[src/rtl/rxstat_pkg.sv]
// Shared constants and types for the receive statistics block.
// Assumes: counters are indexed 0..NUM_CNT-1 in the order below; the
// register map uses these same indices as addresses.
package rxstat_pkg;
    localparam int NUM_CNT = 3;
    localparam int IDX_CRC = 0;
    localparam int IDX_ALN = 1;
    localparam int IDX_DIS = 2;

    // Per-frame status reported by the receiver at end of frame
    typedef struct packed {
        logic match;
        logic no_buf;
        logic overrun;
        logic crc_bad;
        logic dribble;
    } frame_flags_t;
endpackage

[src/rtl/rxstat_classify.sv]
// Frame classifier: turns one end-of-frame status strobe into at most one
// counter increment request, by precedence drop > alignment > CRC.
// Assumes: eof_valid is a single-cycle strobe; flags are valid with it.
module rxstat_classify
    import rxstat_pkg::*;
(
    input  logic               clk,
    input  logic               rst_n,
    input  logic               eof_valid,
    input  frame_flags_t       flags,
    output logic [NUM_CNT-1:0] inc
);
    logic dropped;
    logic aln_fault;
    logic crc_fault;

    // Decide the single counter this frame belongs to
    always_comb begin
        dropped   = flags.no_buf | flags.overrun;
        aln_fault = flags.match & flags.dribble & ~dropped;
        crc_fault = flags.match & flags.crc_bad & ~flags.dribble & ~dropped;
        inc          = '0;
        inc[IDX_DIS] = eof_valid & dropped;
        inc[IDX_ALN] = eof_valid & aln_fault;
        inc[IDX_CRC] = eof_valid & crc_fault;
    end

    // the request lines never select more than one counter
    a_r6_one_request: assert property (@(posedge clk) disable iff (!rst_n)
        $onehot0(inc));

    // without a strobe no request is raised
    a_r5_idle_quiet: assert property (@(posedge clk) disable iff (!rst_n)
        !eof_valid |-> (inc == '0));
endmodule

[src/rtl/rxstat_counter.sv]
// One statistics counter with a software preset.
// Assumes: inc and ld are single-cycle; inc has priority over ld.
module rxstat_counter #(
    parameter int W = 32
) (
    input  logic         clk,
    input  logic         rst_n,
    input  logic         inc,
    input  logic         ld,
    input  logic [W-1:0] ld_val,
    output logic [W-1:0] cnt
);
    // Hold, increment (wrapping) or preset the count
    always_ff @(posedge clk) begin
        if (!rst_n)   cnt <= '0;
        else if (inc) cnt <= cnt + W'(1);
        else if (ld)  cnt <= ld_val;
    end

    // an increment always yields previous value plus one, modulo 2^W
    a_r7_step: assert property (@(posedge clk) disable iff (!rst_n)
        inc |=> (cnt == $past(cnt) + W'(1)));

    // a preset without a competing increment takes the written value
    a_r8_preset: assert property (@(posedge clk) disable iff (!rst_n)
        (ld && !inc) |=> (cnt == $past(ld_val)));

    // with no request the count holds
    a_r6_hold: assert property (@(posedge clk) disable iff (!rst_n)
        (!ld && !inc) |=> $stable(cnt));
endmodule

[src/rtl/rxstat_regport.sv]
// Register port: read mux, write gating by channel state, reject flag.
// Assumes: addresses at or above NUM_CNT are unmapped (read zero).
module rxstat_regport
    import rxstat_pkg::*;
#(
    parameter int W      = 32,
    parameter int ADDR_W = 2
) (
    input  logic                      clk,
    input  logic                      rst_n,
    input  logic                      chan_en,
    input  logic                      reg_wr,
    input  logic [ADDR_W-1:0]         reg_addr,
    input  logic [W-1:0]              reg_wdata,
    input  logic [NUM_CNT-1:0][W-1:0] cnt_bus,
    output logic [NUM_CNT-1:0]        ld,
    output logic [W-1:0]              ld_val,
    output logic [W-1:0]              rdata,
    output logic                      wr_err
);
    logic wr_ok;

    assign wr_ok  = reg_wr & ~chan_en;
    assign ld_val = reg_wdata;

    // One load strobe per counter, decoded from the address
    for (genvar i = 0; i < NUM_CNT; i++) begin : g_dec
        assign ld[i] = wr_ok & (reg_addr == ADDR_W'(i));
    end

    // Read mux; unmapped addresses return zero
    always_comb begin
        rdata = '0;
        for (int i = 0; i < NUM_CNT; i++) begin
            if (reg_addr == ADDR_W'(i)) rdata = cnt_bus[i];
        end
    end

    // Flag a write attempted while the channel runs
    always_ff @(posedge clk) begin
        if (!rst_n) wr_err <= 1'b0;
        else        wr_err <= reg_wr & chan_en;
    end

    // a rejected write raises the flag on the next cycle
    a_r9_flag: assert property (@(posedge clk) disable iff (!rst_n)
        (reg_wr && chan_en) |=> wr_err);

    // an accepted or absent write leaves the flag low
    a_r8_no_flag: assert property (@(posedge clk) disable iff (!rst_n)
        !(reg_wr && chan_en) |=> !wr_err);
endmodule

[src/rtl/rxstat_top.sv]
// Receive frame error statistics: three wrapping counters fed by an
// end-of-frame status strobe, with a gated software register port.
// Assumes: eof_valid is one cycle per frame; software writes only while
// chan_en is low, and writes are rejected otherwise.
module rxstat_top
    import rxstat_pkg::*;
#(
    parameter int CNT_W  = 32,
    parameter int ADDR_W = 2
) (
    input  logic              clk,
    input  logic              rst_n,
    input  logic              chan_en,
    input  logic              eof_valid,
    input  logic              eof_match,
    input  logic              eof_no_buf,
    input  logic              eof_overrun,
    input  logic              eof_crc_bad,
    input  logic              eof_dribble,
    input  logic              reg_wr,
    input  logic [ADDR_W-1:0] reg_addr,
    input  logic [CNT_W-1:0]  reg_wdata,
    output logic [CNT_W-1:0]  reg_rdata,
    output logic              reg_wr_err
);
    frame_flags_t                  flags;
    logic [NUM_CNT-1:0]            inc;
    logic [NUM_CNT-1:0]            ld;
    logic [CNT_W-1:0]              ld_val;
    logic [NUM_CNT-1:0][CNT_W-1:0] cnt_bus;

    // Gather the status inputs into one record
    always_comb begin
        flags.match   = eof_match;
        flags.no_buf  = eof_no_buf;
        flags.overrun = eof_overrun;
        flags.crc_bad = eof_crc_bad;
        flags.dribble = eof_dribble;
    end

    rxstat_classify i_classify (
        .clk       (clk),
        .rst_n     (rst_n),
        .eof_valid (eof_valid),
        .flags     (flags),
        .inc       (inc)
    );

    for (genvar i = 0; i < NUM_CNT; i++) begin : g_cnt
        rxstat_counter #(.W(CNT_W)) i_cnt (
            .clk    (clk),
            .rst_n  (rst_n),
            .inc    (inc[i]),
            .ld     (ld[i]),
            .ld_val (ld_val),
            .cnt    (cnt_bus[i])
        );
    end

    rxstat_regport #(.W(CNT_W), .ADDR_W(ADDR_W)) i_regport (
        .clk       (clk),
        .rst_n     (rst_n),
        .chan_en   (chan_en),
        .reg_wr    (reg_wr),
        .reg_addr  (reg_addr),
        .reg_wdata (reg_wdata),
        .cnt_bus   (cnt_bus),
        .ld        (ld),
        .ld_val    (ld_val),
        .rdata     (reg_rdata),
        .wr_err    (reg_wr_err)
    );

    // a dropped frame advances the discard count by one
    a_r4_discard: assert property (@(posedge clk) disable iff (!rst_n)
        (eof_valid && (eof_no_buf || eof_overrun))
        |=> (cnt_bus[IDX_DIS] == $past(cnt_bus[IDX_DIS]) + CNT_W'(1)));

    // an unaddressed, undropped frame with no write changes nothing
    a_r5_unmatched: assert property (@(posedge clk) disable iff (!rst_n)
        (eof_valid && !eof_match && !eof_no_buf && !eof_overrun && !reg_wr)
        |=> $stable(cnt_bus));

    // a write while the channel runs, with no frame, changes nothing
    a_r9_ignored: assert property (@(posedge clk) disable iff (!rst_n)
        (reg_wr && chan_en && !eof_valid) |=> $stable(cnt_bus));

    // alignment fault on an addressed, undropped frame is counted
    a_r3_align: assert property (@(posedge clk) disable iff (!rst_n)
        (eof_valid && eof_match && eof_dribble && !eof_no_buf && !eof_overrun)
        |=> (cnt_bus[IDX_ALN] == $past(cnt_bus[IDX_ALN]) + CNT_W'(1)));
endmodule

[config.mk]
export PLATFORM = sky130hd
export DESIGN_NAME = rxstat_top
export DESIGN_NICKNAME = d
export VERILOG_FILES = /design/src/rtl/rxstat_pkg.sv /design/src/rtl/rxstat_classify.sv /design/src/rtl/rxstat_counter.sv /design/src/rtl/rxstat_regport.sv /design/src/rtl/rxstat_top.sv
export SDC_FILE = /design/constraint.sdc
export NUM_CORES = 1
export LEC_CHECK = 0
export ABC_CLOCK_PERIOD_IN_PS = 5800
export BUFFER_PORTS_ARGS = -buffer_cell sky130_fd_sc_hd__buf_2
export CAP_MARGIN = 10
export CORE_UTILIZATION = 50
export DETAILED_ROUTE_END_ITERATION = 8
export HOLD_SLACK_MARGIN = 0.03
export PLACE_DENSITY = 0.67
export RECOVER_POWER = 25
export SLEW_MARGIN = 20
export SYNTH_ARGS = -nofsm -noshare
export SYNTH_HDL_FRONTEND = slang
export SYNTH_SLANG_ARGS = --single-unit
[constraint.sdc]
create_clock -name clk -period 5.8 [get_ports clk]
set_clock_uncertainty 0.15 [all_clocks]
set_input_delay 0.58 -clock clk [delete_from_list [all_inputs] [get_ports clk]]
set_output_delay 0.58 -clock clk [all_outputs]
set_load 0.03 [all_outputs]
# Word-level counts from Yosys, hierarchy flattened
# Index checks and enable logic that the tools add are counted.
[totals]
regBits = 97
in_bits = 44
output_inout_bits = 33
word_cells = 39
[op_classes]
n_addsub = 3
n_eq_ne = 2
muxes = 9
bitwise_logic = 17
n_reduce_logical = 4
[ops]
columns = ["operator", "count"]
rows = [
  ["32-bit 2-to-1 mux", 9],
  ["32-bit by 1-bit adder with 32-bit output (second input constant)", 3],
  ["1-bit AND", 13],
  ["2-bit nonzero test", 3],
  ["1-bit inverter", 3],
  ["2-bit by 1-bit == test with 1-bit output (second input constant)", 1],
  ["2-bit == test (second input constant)", 1],
  ["2-bit zero test", 1],
  ["1-bit bitwise OR", 1],
]

# Logic depth before layout (Yosys ltp)
# Gate-level depths: netlist (run 1).
[depth]
word_depth = 5
depth_mapped = 7
mapped_depth_nobuf = 6

# By module
# A second synthesis (run 1) with hierarchy kept.
[unflattened]
cells_unflattened = 881
area_unflattened_um2 = 6672.6
[by_module_without_submodules]
columns = ["module", "instances", "cells_per_inst", "area_per_inst_um2", "seq_area_each_um2"]
rows = [
  ["rxstat_counter", 3, 254, 1873.0, 640.6],
  ["rxstat_regport", 1, 114, 1017.2, 20.0],
  ["rxstat_classify", 1, 5, 36.3, 0.0],
]

# Worst setup path before layout (run 1)
# OpenSTA, ideal clock, no wires.
[synth_path]
kind = "in2out"
start = "in reg_addr[0]"
end = "out reg_rdata[20]"
arrival_ns = 2.043
required_time_ns = 5.070
setup_slack_ns = 3.027
path_stages = 4
n_path_buf = 2
cell_sequence = "buf_2 > clkbuf_1 > mux2i_1 > o21ai_0"
[synth_via]
elab_chain_cells = 4
elab_cells_between_ends = 6
cone_classes = "2 x eq/ne; 3 x mux; 1 x reduce/logical"
[synth_lines]
columns = ["item", "line", "rtl"]
rows = [
  ["start: declaration", "rxstat_top.sv:21", "input logic [ADDR_W-1:0] reg_addr,"],
  ["2-bit zero test", "rxstat_regport.sv:35", "if (reg_addr == ADDR_W'(i)) rdata = cnt_bus[i];"],
  ["32-bit 2-to-1 mux (2 in series)", "rxstat_regport.sv:35", ""],
  ["32-bit 2-to-1 mux (*)", "rxstat_regport.sv:35", ""],
  ["end: declaration", "rxstat_top.sv:23", "output logic [CNT_W-1:0] reg_rdata,"],
]
# Mark *: on every way between the ends. The rest lies on a longest branch, timed or not.

# Worst setup path after layout (run 1)
[layout_path]
start = "in reg_addr[0]"
end = "out reg_rdata[10]"
# The elaborated chain is that of the path after synthesis.

==> flow_summary.ini, run 1 <==
[power_and_ir_drop]
clkPwrFrac = 0.397
power.share.switching = 0.290
power_frac_comb = 0.119
p_int_w = 0.00104
peakVddDrop_v = 0.000153
seq_power_share = 0.485
cellLeakagePower_nw = 2.33
power_switching_w = 0.000425
power.density_nw_per_um2 = 208

[setup_path]
crit_family = buffers and inverters
timing.critical_path.slowest_cell_delay_ns = 1.81
crit_path_end_kind = output pin
reg2reg_from = g_cnt[0].i_cnt.cnt[6]$_SDFFE_PN0P_
critPathArrivalTime_ns = 3.40
critPathLaunchType = input port
crit_required_ns = 5.07
cp_max_fo = 39
timing.critical_path.buf_inv = 2
critPathKind = input port to output pin
cp_slowest_cell = clkbuf_1
r2r_cells = 5
cp_cell_sequence = clkbuf_1 -> mux2i_1 -> o21ai_0 -> buf_2
critPathLaunch = reg_addr[0]
crit_cells = 4

[synthesis]
synth-seq-cells = 97
syn_avg_cell_area_um2 = 7.50
synth.most_common_cell = nand2_1
synth_area_um2 = 6290
synth-edff-count = 0
yosysTopAreaCell = dfxtp_1
synthCells = 839
synth_top_area_frac = 0.309
synth.top_cells.by_area = dfxtp_1 31%, nand2_1 6.6%, mux2i_1 5.6%
async_reset_ff_frac = 0
synth_cell_types = 74
seq_area_frac_synth = 0.309
syn_nets = 886
ys.flop_type = dfxtp_1
synth_top_cells_by_count = 111 x nand2_1, 97 x dfxtp_1, 67 x o21ai_0
ys_warn_count = 0

[timing]
worst_pin_slew_ns = 2.60
report.final.slew_viol_count = 110
fin_crit_ns = 4.13
fin_ws_ns = 1.67
final.setup.tns_ns = 0
final_hold_viol_count = 0
max_freq_mhz = 242
report.final.setup_viol = 0
rsz0062_at_grt = no
finalCritPeriodShare = 0.712
slew_headroom = -0.736

[floorplan]
fp-row-count = 40
die_x_um = 114
coreArea_um2 = 12200
die_area_um2 = 13000
boundaryPins = 77
start_util = 0.517
die_h_um = 114

[route]
routed_wl_um = 23800
drc_errors = 0
postRouteAntennaNets = 0
post_drt_wl_per_cell_um = 22.7
via_per_inst = 6.97
first_pass_iters = 5
drtIter0Drc = 733
dr_total_vias = 7329

[cts]
cts_max_level = 3
clock-sinks = 97
cts_resized = 0
clk_latency_ns = 0.36
cts_setup_buffers = 0
cts_buffers = 9
clockRootBuffer = clkbuf_16
ctsLongestPathBuffers = 2
postCtsHoldBufs = 0
clk_pin_slew_ns = 0.07
cts_tree = done

[run_status]
status = finished, violations left
violations = max-capacitance violations, max-slew violations

[cells_and_area]
nets = 925
filler_cell_count = 1210
flow.area_growth_from_synthesis_pct = 11.9
antenna_cells = 0
drive_gt1_frac = 0.148
stdcell_count = 1051

[global_route]
grt_pass1_vias = 6504
grt_remaining_overflow = 0
gr-usage-all-layers = 0.369
antenna_found_initial = 0
grt_max_degree = 40
grt_pass1_wl_um = 36500

[worst_hold_path]
hold_depth = 3
holdCritStartpoint = reg_wdata[23]
hold_class = input port to flop

[place]
numPortBuffers = 76
gp_congestion = 0.960
dpl.hpwl_um = 17200
dp_cells = 1035
place_ws_ns = 2.21

[flow_run]
max_cap_violations = 3
==> layout by cell type, fill, tap and decap left out, types with 9 or more instances in the layout <==
cell type	count
o21ai_0	67
dfxtp_1	97
or3_1	13
clkbuf_16	9
a211oi_1	13
buf_4	11
nand4_1	29
a31oi_1	37
and3_1	12
nand2_1	111
buf_2	73
mux2i_1	35
nor4_1	11
nor3_1	24
a311oi_1	12
inv_1	11
a22oi_1	10
o211ai_1	17
nand3_1	47
nor2_1	53
or4_1	13
a21oi_1	41
==> worst register-to-register path, cell delays in order, from the launching register on <==
cell	delay, ns
dfxtp_1	0.48
nand4_1	0.34
nor4_1	1.03
nand4_1	0.22
or3_1	0.36
a31oi_1	0.18
==> power by group through the flow <==
stage | Sequential (W) | Combinational, W | Clock [W]
2_1_floorplan | 0.000715 | 0.000103 | 0
3_3_place_gp | 0.000724 | 0.000164 | 0
3_5_place_dp | 0.000725 | 0.000168 | 0
4_1_cts | 0.000709 | 0.000168 | 0.000582
5_1_grt | 0.000713 | 0.000183 | 0.000610
6_report | 0.000711 | 0.000174 | 0.000581
==> through the flow <==
stage | util | area [µm²] | total power (W) | hold WS [ns]
after global placement | 0.555 | 6750 | 0.000888 | 0.346
after CTS | 0.577 | 7020 | 0.00146 | 0.352
final | 0.579 | 7040 | 0.00147 | 0.355
after detailed placement | 0.555 | 6750 | 0.000892 | 0.349
after floorplan | - | 6290 | 0.000817 | 0.320
after global routing | 0.579 | 7040 | 0.00151 | 0.362
==> registers in the layout (all words and copies together), names as in the netlist <==
name              count
g_cnt.i_cnt.cnt      96
i_regport.wr_err      1
==> logic make-up (layout without fill, tap and decap cells) <==
group,Yosys count,after routing,share of synthesized area
AO/OA/AOI/OAI,262,262,0.274
AND/OR/NAND/NOR,367,367,0.305
flip-flops,97,97,0.309
adder cells (fa/ha/maj),3,3,0.00596
multiplexers,37,37,0.0592
buffers and inverters,70,114,0.0431
XOR/XNOR,3,3,0.00418
==> cell type report <==
class                           count  area, µm²  share of cell area
Sequential cell                    97       1940               0.276
Timing Repair Buffer               87        459              0.0652
Tap cell                          168        210              0.0299
Clock inverter                      6       33.8             0.00480
Clock buffer                       10        239              0.0339
Multi-Input combinational cell    672       4120               0.585
Inverter                           11       41.3             0.00586
==> final timing paths <==
path	endpoint	slack [ns]
worst min-delay path	g_cnt[1].i_cnt.cnt[23]$_SDFFE_PN0P_	0.36
worst min register to register	g_cnt[2].i_cnt.cnt[29]$_SDFFE_PN0P_	0.37
worst max-delay path	reg_rdata[10]	1.67
worst max register to register	g_cnt[0].i_cnt.cnt[31]$_SDFFE_PN0P_	2.92
==> routing by layer <==
layer	track usage	wire length [µm]
met5	0	0
met4	0.189	1160
met3	0.0662	2070
met2	0.579	10700
met1	0.484	9860
(Power assumes the default switching activity.)
==> run 2, diff against run 1 <==
--- a/config.mk
+++ b/config.mk
@@ -5,13 +5,14 @@
 export SDC_FILE = /design/constraint.sdc
 export NUM_CORES = 1
 export LEC_CHECK = 0
-export ABC_CLOCK_PERIOD_IN_PS = 5800
+export ABC_AREA = 1
+export ABC_CLOCK_PERIOD_IN_PS = 3500
 export BUFFER_PORTS_ARGS = -buffer_cell sky130_fd_sc_hd__buf_2
 export CAP_MARGIN = 10
 export CORE_UTILIZATION = 50
 export DETAILED_ROUTE_END_ITERATION = 8
 export HOLD_SLACK_MARGIN = 0.03
-export PLACE_DENSITY = 0.67
+export PLACE_DENSITY = 0.69
 export RECOVER_POWER = 25
 export SLEW_MARGIN = 20
 export SYNTH_ARGS = -nofsm -noshare
==> constraint.sdc (replaced) <==
create_clock -name clk -period 3.5 [get_ports clk]
set_clock_uncertainty 0.15 [all_clocks]
set_input_delay 0.35 -clock clk [delete_from_list [all_inputs] [get_ports clk]]
set_output_delay 0.35 -clock clk [all_outputs]
set_load 0.03 [all_outputs]
==> flow_summary.ini, run 2 <==
[global_route]
gr-usage-all-layers = 0.337
grt_pass1_vias = 7628
grt_max_degree = 43
grt_pass1_wl_um = 41800
antenna_found_initial = 0
grt_remaining_overflow = 0

[cts]
clock-sinks = 97
cts_setup_buffers = 0
postCtsHoldBufs = 0
cts_resized = 0
clk_latency_ns = 0.36
clk_pin_slew_ns = 0.07
ctsLongestPathBuffers = 2
cts_tree = done
cts_max_level = 3
clockRootBuffer = clkbuf_16
cts_buffers = 9

[route]
postRouteAntennaNets = 0
drc_errors = 0
first_pass_iters = 7
drtIter0Drc = 932
post_drt_wl_per_cell_um = 16.9
routed_wl_um = 27000
dr_total_vias = 8743
via_per_inst = 5.48

[cells_and_area]
final_core_util = 0.564
largest_register_ffs = 96
top_register = g_cnt.i_cnt.cnt
nets = 1425
antenna_cells = 0
largest_registers = g_cnt.i_cnt.cnt (96), i_regport.wr_err (1)
flow.area_growth_from_synthesis_pct = 9.49
drive_gt1_frac = 0.142
filler_cell_count = 1596
final_cell_mix = 451 x nand2_1, 148 x inv_1, 110 x nand3_1
layout_commonest_cell = nand2_1

[synthesis]
synth_top_cells_by_count = 450 x nand2_1, 149 x inv_1, 110 x nand3_1
synth-seq-cells = 97
synth.most_common_cell = nand2_1
syn_avg_cell_area_um2 = 5.91
synth_top_area_frac = 0.246
synth_area_um2 = 7880
ys_warn_count = 0
synth-edff-count = 0
synth_cell_types = 37
syn_nets = 1380
yosysTopAreaCell = dfxtp_1
synthCells = 1333
async_reset_ff_frac = 0
synth.top_cells.by_area = dfxtp_1 25%, nand2_1 21%, inv_1 7.1%
seq_area_frac_synth = 0.246
ys.flop_type = dfxtp_1

[floorplan]
die_h_um = 128
fp-row-count = 45
boundaryPins = 77
start_util = 0.515
die_area_um2 = 16300
coreArea_um2 = 15300
die_x_um = 128

[place]
gp_congestion = 0.960
dpl.hpwl_um = 20500
numPortBuffers = 76
place_ws_ns = 0.907

[setup_path]
cp_slowest_cell = nand2_1
cp_cell_sequence = buf_2 -> inv_2 -> nand2_1 -> inv_1 -> nand2_1 -> o221ai_1 -> buf_2
critPathArrivalTime_ns = 2.43
critPathKind = input port to output pin
crit_required_ns = 3.00
critPathLaunchType = input port
timing.critical_path.slowest_cell_delay_ns = 1.01
crit_path_end_kind = output pin
cp_max_fo = 29

[power_and_ir_drop]
cellLeakagePower_nw = 3.15
fin_total_pwr_w = 0.00270
power.density_nw_per_um2 = 313
peakVddDrop_v = 0.000228

[timing]
rsz0062_at_grt = no
max_freq_mhz = 341
final_hold_viol_count = 0
final.setup.tns_ns = 0
worst_pin_slew_ns = 1.50
slew_headroom = -0.00135
fin_ws_ns = 0.568
report.final.slew_viol_count = 28
finalCritPeriodShare = 0.838
report.final.setup_viol = 0
fin_crit_ns = 2.93

[flow_run]
max_cap_violations = 1

[run_status]
status = finished, violations left
violations = max-capacitance violations, max-slew violations

[worst_hold_path]
hold_class = input port to flop
==> run 2: changes by cell type in the layout (fill, tap and decap cells not counted), sizes merged, moves of 47 or more <==
| cell | previous run | this run |
|---|---|---|
| a21oi | 44 | 91 |
| inv | 11 | 156 |
| nand2 | 112 | 473 |
| nand3 | 47 | 120 |
| nor2 | 54 | 145 |
| o21ai | 69 | 122 |
==> run 2: layout make-up <==
type                       instances  area (µm²)  area share
timing repair buffer              84         432      0.0500
clock inverter                     6        57.6     0.00667
multi-input combinational       1024        5080       0.589
sequential                        97        1940       0.225
inverter                         162         613      0.0710
tap                              211         264      0.0306
clock buffer                      10         239      0.0277
==> run 2: worst paths after layout <==
check	start	to	slack, ns	cells past startpoint
max reg2reg	g_cnt[2].i_cnt.cnt[1]$_SDFFE_PN0P_	g_cnt[2].i_cnt.cnt[30]$_SDFFE_PN0P_	1.59	10
min	reg_wr	i_regport.wr_err$_SDFF_PN0_	0.08	3
min reg2reg	g_cnt[2].i_cnt.cnt[31]$_SDFFE_PN0P_	g_cnt[2].i_cnt.cnt[31]$_SDFFE_PN0P_	0.35	2
max	reg_addr[0]	reg_rdata[15]	0.57	7
==> run 2: cells by family (layout without fill, tap and decap cells) <==
group | Yosys count | after routing | synth area share
xor+xnor | 21 | 21 | 0.0233
simple gates | 746 | 746 | 0.434
buf+inv | 212 | 262 | 0.108
fa+ha+maj | 3 | 3 | 0.00476
flops | 97 | 97 | 0.246
compound gates | 254 | 254 | 0.184
==> run 2: per-layer routing <==
| metal | share of wire | wire (µm) | vias to the layer above | track usage |
|---|---|---|---|---|
| met3 | 0.10 | 2700 | 35 | 0.0486 |
| met2 | 0.44 | 11900 | 367 | 0.527 |
| met5 | 0 | 0 | - | 0 |
| met1 | 0.43 | 11700 | 3968 | 0.474 |
| li1 | - | - | 4373 | - |
| met4 | 0.024 | 655 | 0 | 0.111 |
==> run 2: critical path, delay by kind of cell <==
family	cells	cell delay [ns]
buffers and inverters	4	0.77
AO/OA/AOI/OAI	1	0.12
AND/OR/NAND/NOR	2	1.17
==> run 2: through the flow <==
stage	instances	instance area, µm²	hold slack [ns]
final	1594	8630	0.0751
after global routing	1594	8630	0.0925
after CTS	1594	8660	0.0710
after detailed placement	1578	8360	0.333
after global placement	1578	8360	0.331
after floorplan	1333	7880	0.298
==> run 2: where the power goes <==
part	total [W]	leakage, nW	switching (W)	internal, W
logic	0.000432	2.21	0.000301	0.000131
registers	0.00123	0.792	0.0000717	0.00116
clock network	0.00104	0.148	0.000472	0.000570
==> run 3, diff against run 2 <==
--- a/config.mk
+++ b/config.mk
@@ -6,7 +6,7 @@
 export NUM_CORES = 1
 export LEC_CHECK = 0
 export ABC_AREA = 1
-export ABC_CLOCK_PERIOD_IN_PS = 3500
+export ABC_CLOCK_PERIOD_IN_PS = 2400
 export BUFFER_PORTS_ARGS = -buffer_cell sky130_fd_sc_hd__buf_2
 export CAP_MARGIN = 10
 export CORE_UTILIZATION = 50
==> constraint.sdc (replaced) <==
create_clock -name clk -period 2.4 [get_ports clk]
set_clock_uncertainty 0.15 [all_clocks]
set_input_delay 0.24 -clock clk [delete_from_list [all_inputs] [get_ports clk]]
set_output_delay 0.24 -clock clk [all_outputs]
set_load 0.03 [all_outputs]
==> flow_summary.ini, run 3 (same netlist as run 2, synthesis figures left out) <==
[run_status]
status = finished clean

[timing]
final_hold_viol_count = 0
fin_crit_ns = 2.15
max_freq_mhz = 464
rsz0062_at_grt = no
finalCritPeriodShare = 0.897
slew_headroom = 0.358
report.final.setup_viol = 0
report.final.slew_viol_count = 0
worst_pin_slew_ns = 0.962
final.setup.tns_ns = 0

[cells_and_area]
top_register = g_cnt.i_cnt.cnt
drive_gt1_frac = 0.146
largest_registers = g_cnt.i_cnt.cnt (96), i_regport.wr_err (1)
final-seq-area_um2 = 1940
layout_commonest_cell = nand2_1
final_cell_mix = 451 x nand2_1, 149 x inv_1, 110 x nand3_1
final_area_um2 = 8700
filler_cell_count = 1655
nets = 1434
largest_register_ffs = 96
antenna_cells = 0
flow.area_growth_from_synthesis_pct = 10.3
multi_input_area_um2 = 5080

[global_route]
use_met1 = 0.465
grt_max_degree = 42
use_met2 = 0.529
gr-usage-all-layers = 0.336
grt_pass1_vias = 7718
antenna_found_initial = 0
grt_pass1_wl_um = 41700
grt_remaining_overflow = 0
busiest_layer = met2
grt_use_met3 = 0.0503

[setup_path]
cp_slowest_cell = buf_4
critical_path.most_common_cell = buf_2
critPathKind = input port to output pin
cp_max_fo = 20
crit_family = buffers and inverters
cp_cell_sequence = buf_2 -> inv_2 -> nand2_1 -> buf_4 -> o221ai_1 -> buf_2
crit_required_ns = 2.01
timing.critical_path.slowest_cell_delay_ns = 0.39
timing.critical_path.buf_inv = 4
critPathLaunchType = input port
crit_path_end_kind = output pin
critPathArrivalTime_ns = 1.76

[cts]
ctsLongestPathBuffers = 2
clock-sinks = 97
cts_buffers = 9
cts_max_level = 3
clk_pin_slew_ns = 0.07
cts_tree = done
clockRootBuffer = clkbuf_16
cts_setup_buffers = 0
clk_latency_ns = 0.36

[route]
post_drt_wl_per_cell_um = 16.8
postRouteAntennaNets = 0
routed_wl_um = 26900
drc_errors = 0
first_pass_iters = 5
dr_total_vias = 8880
drtIter0Drc = 947
via_per_inst = 5.54

[place]
gp_congestion = 0.936
dpl.hpwl_um = 20700
dpl_cell_area_um2 = 8420
numPortBuffers = 76

[power_and_ir_drop]
peakVddDrop_v = 0.000356
cellLeakagePower_nw = 3.18
power.density_nw_per_um2 = 445
p_int_w = 0.00262
power_switching_w = 0.00125
clkPwrFrac = 0.373
power_frac_comb = 0.164
seq_power_share = 0.463
power.share.switching = 0.323

[flow_run]
max_cap_violations = 0

[floorplan]
coreArea_um2 = 15300
die_h_um = 128
die_area_um2 = 16300
start_util = 0.515
die_x_um = 128
fp-row-count = 45
boundaryPins = 77

[worst_hold_path]
hold_class = input port to flop
==> run 3: cell types whose count changed in the layout (fill, tap and decap cells not counted), sizes merged <==
cell	previous run	this run
clkinv	9	11
dlygate4sd3	0	2
clkinvlp	2	1
bufinv	1	0
buf	80	86
clkbuf	14	15
==> run 3: final timing paths <==
check                                                          from                                  end  slack, ns  depth (start not counted)
worst max-delay path                                    reg_addr[0]                        reg_rdata[21]       0.25                          6
worst min-delay path                                          rst_n   g_cnt[0].i_cnt.cnt[1]$_SDFFE_PN0P_       0.04                          3
worst max register to register   g_cnt[1].i_cnt.cnt[0]$_SDFFE_PN0P_   g_cnt[1].i_cnt.cnt[8]$_SDFFE_PN0P_       0.55                          7
worst min register to register  g_cnt[0].i_cnt.cnt[31]$_SDFFE_PN0P_  g_cnt[0].i_cnt.cnt[31]$_SDFFE_PN0P_       0.35                          2
==> run 3: repair_timing <==
item | 4_1_cts | 5_1_grt
hold buffers | 2 | 0
hold endpoints to repair | 1 | 0
resized for setup | 0 | 0
==> run 3: worst register-to-register path, stage by stage (launching register included) <==
cell     delay, ns
dfxtp_1       0.44
ha_1          0.22
nand2_2       0.08
nor2_4        0.18
nand2_4       0.11
xor2_1        0.15
o21ai_0       0.27
a21oi_1       0.11
==> run 3: layer usage <==
metal	part of all wire	routed length (µm)
met1	0.43	11700
met2	0.44	11800
met3	0.096	2580
met4	0.031	822
met5	0	0
==> run 3: power groups by stage <==
stage	sequential (W)	combinational, W	clock, W
2_1_floorplan	0.00179	0.000427	0
3_3_place_gp	0.00182	0.000617	0
3_5_place_dp	0.00182	0.000623	0
4_1_cts	0.00179	0.000627	0.00146
5_1_grt	0.00180	0.000695	0.00151
6_report	0.00179	0.000635	0.00144
==> run 3: layout make-up <==
class	instances	share of cell area
Clock buffer	10	0.0275
Sequential cell	97	0.223
Multi-Input combinational cell	1024	0.584
Inverter	162	0.0702
Timing Repair Buffer	93	0.0596
Clock inverter	6	0.00504
Tap cell	211	0.0304
==> run 3: stage by stage <==
stage                     power (W)   util  hold WS, ns  setup slack (ns)  std cells
final                       0.00387  0.568       0.0373             0.246       1603
after global routing        0.00401  0.568       0.0430             0.200       1603
after CTS                   0.00387  0.569       0.0302             0.404       1603
after detailed placement    0.00245  0.550        0.334             0.406       1585
after global placement      0.00244  0.550        0.330             0.415       1585
after floorplan             0.00222      -        0.188             0.736       1333
